--- src/rtl/uirq_pkg.sv ---
package uirq_pkg;
  parameter int NUM_STATUS = 3;
  parameter int NUM_DMA    = 4;
  parameter int NUM_ERR    = 3;
  localparam int NUM_SRC   = NUM_STATUS + NUM_DMA + NUM_ERR;
  localparam int DMA_LO    = NUM_STATUS;
  localparam int ERR_LO    = NUM_STATUS + NUM_DMA;

  typedef struct packed {
    logic [NUM_SRC-1:0] setVec;
    logic [NUM_SRC-1:0] clrVec;
    logic               enLoad;
    logic [NUM_SRC-1:0] enVal;
  } strobe_t;
endpackage

--- src/rtl/uirq_ctrl.sv ---
module uirq_ctrl
  import uirq_pkg::*;
(
  input  logic                  clk,
  input  logic                  rstN,
  input  logic                  levelMode,
  input  logic [NUM_STATUS-1:0] statusIn,
  input  logic [NUM_DMA-1:0]    dmaAct,
  input  logic [NUM_ERR-1:0]    errPulse,
  input  logic                  clrWrite,
  input  logic [NUM_SRC-1:0]    clrData,
  input  logic                  enWrite,
  input  logic [NUM_SRC-1:0]    enData,
  output strobe_t               strobe
);
  logic [NUM_STATUS-1:0] statusPrev;
  logic [NUM_DMA-1:0]    dmaPrev;
  logic [NUM_STATUS-1:0] statusSet;
  logic [NUM_DMA-1:0]    dmaSet;

  // Previous-cycle samples for the edge detectors
  always_ff @(posedge clk) begin
    if (!rstN) begin
      statusPrev <= '0;
      dmaPrev    <= '0;
    end else begin
      statusPrev <= statusIn;
      dmaPrev    <= dmaAct;
    end
  end

  // Status sources: rising edge or high level, chosen by levelMode
  for (genvar g = 0; g < NUM_STATUS; g++) begin : g_status
    assign statusSet[g] = levelMode ? statusIn[g] : (statusIn[g] & ~statusPrev[g]);
  end

  // DMA completions: falling edge of the active indication
  for (genvar g = 0; g < NUM_DMA; g++) begin : g_dma
    assign dmaSet[g] = dmaPrev[g] & ~dmaAct[g];
  end

  always_comb begin
    strobe.setVec = {errPulse, dmaSet, statusSet};
    strobe.clrVec = clrWrite ? clrData : '0;
    strobe.enLoad = enWrite;
    strobe.enVal  = enData;
  end

  for (genvar g = 0; g < NUM_STATUS; g++) begin : g_status_chk
    AST_STATUS_NEEDS_HIGH: assert property (@(posedge clk) disable iff (!rstN)
      strobe.setVec[g] |-> statusIn[g]);
  end
  for (genvar g = 0; g < NUM_DMA; g++) begin : g_dma_chk
    AST_DMA_NEEDS_LOW: assert property (@(posedge clk) disable iff (!rstN)
      strobe.setVec[DMA_LO+g] |-> !dmaAct[g]);
  end
endmodule

--- src/rtl/uirq_datapath.sv ---
module uirq_datapath
  import uirq_pkg::*;
(
  input  logic               clk,
  input  logic               rstN,
  input  strobe_t            strobe,
  input  logic               topEnable,
  output logic [NUM_SRC-1:0] flags,
  output logic               irq
);
  logic [NUM_SRC-1:0] enableReg;
  logic               anyPending;

  always_ff @(posedge clk) begin
    if (!rstN) begin
      flags     <= '0;
      enableReg <= '0;
    end else begin
      flags <= (flags & ~strobe.clrVec) | strobe.setVec;
      if (strobe.enLoad) enableReg <= strobe.enVal;
    end
  end

  assign anyPending = |(flags & enableReg);

  always_ff @(posedge clk) begin
    if (!rstN) irq <= 1'b0;
    else       irq <= topEnable & anyPending;
  end

  for (genvar g = 0; g < NUM_SRC; g++) begin : g_flag_chk
    AST_SET_WINS: assert property (@(posedge clk) disable iff (!rstN)
      strobe.setVec[g] |=> flags[g]);
    AST_CLEAR_TAKES: assert property (@(posedge clk) disable iff (!rstN)
      (strobe.clrVec[g] && !strobe.setVec[g]) |=> !flags[g]);
  end
  AST_FLAGS_HOLD: assert property (@(posedge clk) disable iff (!rstN)
    (strobe.setVec == '0 && strobe.clrVec == '0) |=> $stable(flags));
  AST_TOP_GATE: assert property (@(posedge clk) disable iff (!rstN)
    !topEnable |=> !irq);
endmodule

--- src/rtl/uart_irq_agg.sv ---
module uart_irq_agg
  import uirq_pkg::*;
(
  input  logic               clk,
  input  logic               rstN,
  input  logic               levelMode,
  input  logic               txIdle,
  input  logic               txFree,
  input  logic               rxValid,
  input  logic               txDmaActA,
  input  logic               txDmaActB,
  input  logic               rxDmaActA,
  input  logic               rxDmaActB,
  input  logic               parityErr,
  input  logic               frameErr,
  input  logic               overrunErr,
  input  logic               enWrite,
  input  logic [NUM_SRC-1:0] enData,
  input  logic               clrWrite,
  input  logic [NUM_SRC-1:0] clrData,
  input  logic               topEnable,
  output logic [NUM_SRC-1:0] flags,
  output logic               irq
);
  strobe_t strobe;

  uirq_ctrl u_ctrl (
    .clk       (clk),
    .rstN      (rstN),
    .levelMode (levelMode),
    .statusIn  ({rxValid, txFree, txIdle}),
    .dmaAct    ({rxDmaActB, rxDmaActA, txDmaActB, txDmaActA}),
    .errPulse  ({overrunErr, frameErr, parityErr}),
    .clrWrite  (clrWrite),
    .clrData   (clrData),
    .enWrite   (enWrite),
    .enData    (enData),
    .strobe    (strobe)
  );

  uirq_datapath u_dp (
    .clk       (clk),
    .rstN      (rstN),
    .strobe    (strobe),
    .topEnable (topEnable),
    .flags     (flags),
    .irq       (irq)
  );

  AST_RESET_QUIET: assert property (@(posedge clk)
    !rstN |=> (flags == '0 && !irq));
endmodule

--- config.mk ---
export PLATFORM = sky130hd
export DESIGN_NAME = uart_irq_agg
export DESIGN_NICKNAME = d
export VERILOG_FILES = /design/src/rtl/uirq_pkg.sv /design/src/rtl/uirq_ctrl.sv /design/src/rtl/uirq_datapath.sv /design/src/rtl/uart_irq_agg.sv
export SDC_FILE = /design/constraint.sdc
export NUM_CORES = 1
export LEC_CHECK = 0
export CAP_MARGIN = 40
export CORE_MARGIN = 8
export CORE_UTILIZATION = 43
export CTS_CLUSTER_DIAMETER = 80
export CTS_CLUSTER_SIZE = 12
export DETAILED_ROUTE_END_ITERATION = 12
export GPL_TIMING_DRIVEN = 0
export PLACE_DENSITY = 0.84
export RECOVER_POWER = 100
export REMOVE_ABC_BUFFERS = 1
export SYNTH_ARGS = -nofsm -noshare
export SYNTH_HDL_FRONTEND = slang
export SYNTH_SLANG_ARGS = --single-unit
export TNS_END_PERCENT = 20
--- constraint.sdc ---
create_clock -name clk -period 2.45 [get_ports clk]
set_input_delay 0.49 -clock clk [delete_from_list [all_inputs] [get_ports clk]]
set_output_delay 0.49 -clock clk [all_outputs]
set_load 0.01 [all_outputs]
==> flow_summary_export.csv <==
group,metric,value,unit
drt,drc_errors,0,
yosys,yosysTopAreaCell,"dfxtp_1",
timing,tns,0,ns
clock_network,path_clk_slew,0.14,ns
yosys,netlist.area_leader.share,52.8,%
worst_setup_path,cp.arrival,1.35,ns
clock_network,clock_latency,0.32,ns
timing,maxSlewViolCount,0,
pwr,power.total,818,uW
layout,fin_util,64.5,%
floorplanning,dieWidth,65.7,um
worst_hold_path,hold_end,"u_dp.flags[0]$_SDFF_PN0_",
place,dp_hpwl,1.93,mm
worst_setup_path,crit_path_start_kind,"flop",
timing,fin_crit_sh,75.3,%
place,post-place-cells,178,
yosys,synth.ff_latch_count,28,
worst_setup_path,crit_type,"reg -> out",
yosys,synth_warnings,0,
global_route,antenna_found_initial,0,
worst_setup_path,critical_path.startpoint,"u_dp.flags[4]$_SDFF_PN0_",
yosys,synthFlopType,"dfxtp_1",
yosys,avgSynthCellArea,10.0,um2
clock_network,cts.sinks,28,
place,gp_congestion,0.736,
timing,layout_min_cycle_time,1.84,ns
timing,grt_setup_unrepaired,"false",
pwr,power.density,526,mW/mm2
worst_setup_path,required,1.96,ns
worst_setup_path,r2r-start,"u_dp.flags[7]$_SDFF_PN0_",
outcome,status,"completed",
global_route,grt_use_total,11.7,%
worst_setup_path,path_cells,"dlygate4sd3_1",
worst_setup_path,critPathCaptureType,"output port",
worst_setup_path,reg2reg_slack,1.45,ns
pwr,power.ir.vdd_worst,461,uV
clock_network,post_cts_resized,0,
worst_hold_path,hold-path-cell-count,2,
clock_network,cts_tree,"done",
worst_setup_path,slowest_stage,"dlygate4sd3_1",
drt,avgRoutedWirePerCell,13.3,um
yosys,ys_seq_area_share,52.8,%
layout,drive_gt1_share,3.31,%
yosys,async_flop_share,0,%
drt,drt_iter0_drc,18,
global_route,grt_pass1_vias,937,
worst_setup_path,rr_endpoint,"u_dp.irq$_SDFF_PN0_",
worst_setup_path,reg2reg_depth,3,
run,drv_cap,0,
timing,fmax,542,MHz
worst_setup_path,crit_buf_inv,1,
clock_network,cts-buffers-inserted,3,
clock_network,cts_setup_buffers,0,
layout,final_cells,181,
timing,setup_violations,0,
clock_network,clockBufferDepth,2,
place,port-buffer-count,46,
floorplanning,io_pins,47,
yosys,synth_most_common_cell,"dfxtp_1",
timing,hold_slack,0.498,ns
floorplanning,die_y,65.7,um
layout,antenna_cells,0,
floorplanning,coreArea,0.00241,mm2
worst_hold_path,hp-class,"reg -> reg",
global_route,grt_max_degree,29,
pwr,leakage,0.000637,uW
global_route,grt_overflow,0,
yosys,syn_inst,106,
worst_setup_path,crit_fanout,3,
timing,slew_headroom,49.8,%
clock_network,root_buffer,"clkbuf_4",
clock_network,ctsHoldBuffers,0,
floorplanning,initial_core_util,44.1,%
yosys,synth_edf_count,0,
worst_setup_path,crit_path_max_incr_delay,0.63,ns
floorplanning,dieArea,0.00432,mm2
yosys,yosys-top-cells-area,"dfxtp_1 (53%), nor2b_1 (12%), mux2i_1 (9.4%)",
yosys,synth.distinct_cells,17,
worst_setup_path,critPathTopFamily,"buffers and inverters",
timing,worstMarginPinSlew,0.750,ns
clock_network,ctsHtreeMaxLevel,1,
drt,drtPass1Iterations,2,
drt,viasPerCell,4.75,
yosys,synthesis.area,0.00106,mm2
drt,dr_total_vias,859,
timing,hold_violations,0,
floorplanning,row_count,18,
yosys,synthTopCellsByCount,"dfxtp_1 (28), nor2b_1 (21), nand2_1 (14)",
drt,postRouteAntennaNets,0,
layout,fin_nets,189,
layout,syn2layout_area_growth,46.3,%
worst_hold_path,min_from,"u_dp.flags[0]$_SDFF_PN0_",
global_route,grt_first_pass_wirelength,4.02,mm
timing,clock_skew,0.0100,ns
drt,wl,2.41,mm
through the flow:
step / worst slack [ns] / area (um2)
finish: 0.606 / 1550
CTS: 0.656 / 1550
global placement: 0.686 / 1530
detailed placement: 0.631 / 1530
global route: 0.535 / 1550
floorplan: 1.51 / 1030
registers in the layout, indices dropped and copies added, names as in the netlist:
name	flops
u_dp.irq	1
u_dp.enableReg	10
u_ctrl.dmaPrev	4
u_ctrl.statusPrev	3
u_dp.flags	10
cell usage in the layout (no fill, tap or decap), drive strengths merged:
cell,netlist,routed
clkbuf,1,3
and2,7,7
clkdlybuf4s50,0,34
a22o,2,2
nor2b,21,21
dfxtp,28,28
dlygate4sd3,0,12
mux2i,10,10
a22oi,1,1
a221oi,2,2
a21oi,7,7
a21boi,3,3
nand2,14,14
a31oi,1,1
inv,3,3
o21ai,3,3
tightest hold or removal path: stages, from the launching register on:
cell      delay (ns)
dfxtp_1         0.35
nand2_1         0.05
a21boi_0        0.06
how the worst max path moves through the flow:
stage	endpoint	slack, ns	cells past startpoint
after floorplan	u_dp.irq$_SDFF_PN0_	1.51	3
after global placement	u_dp.irq$_SDFF_PN0_	0.69	3
after detailed placement	u_dp.irq$_SDFF_PN0_	0.63	3
after CTS	flags[4]	0.66	1
after global routing	flags[4]	0.54	1
final	flags[4]	0.61	1
kinds of logic (layout without fill, tap and decap cells):
kind of cell	after synthesis	in the layout	synth area share, %
and+or+nand+nor	42	42	21.4
DFF	28	28	52.8
AOI/OAI and AO/OA	19	19	12.6
muxes	10	10	9.42
buffers and inverters	7	52	3.77
layout make-up:
| cell class | count | area [um2] |
|---|---|---|
| multi-input combinational | 71 | 462 |
| fill | 203 | 856 |
| clock buffer | 3 | 22.5 |
| sequential | 28 | 561 |
| timing repair buffer | 46 | 460 |
| tap | 30 | 37.5 |
| inverter | 3 | 11.3 |
routing by layer:
metal  wire, um  track usage [%]  vias up  share of wire, %
met1       1010             12.1      377                42
met3        270             6.46        5                11
met4         43             5.72        0               1.8
li1           -                -      447                 -
met2       1080             18.8       30                45
met5          0                0        -                 0
power by group:
part	internal, uW	switching [uW]
clock	57.6	123
combinational	92.1	46.9
sequential	482	16.0
No activity file was read; power rests on OpenSTA's default activity.
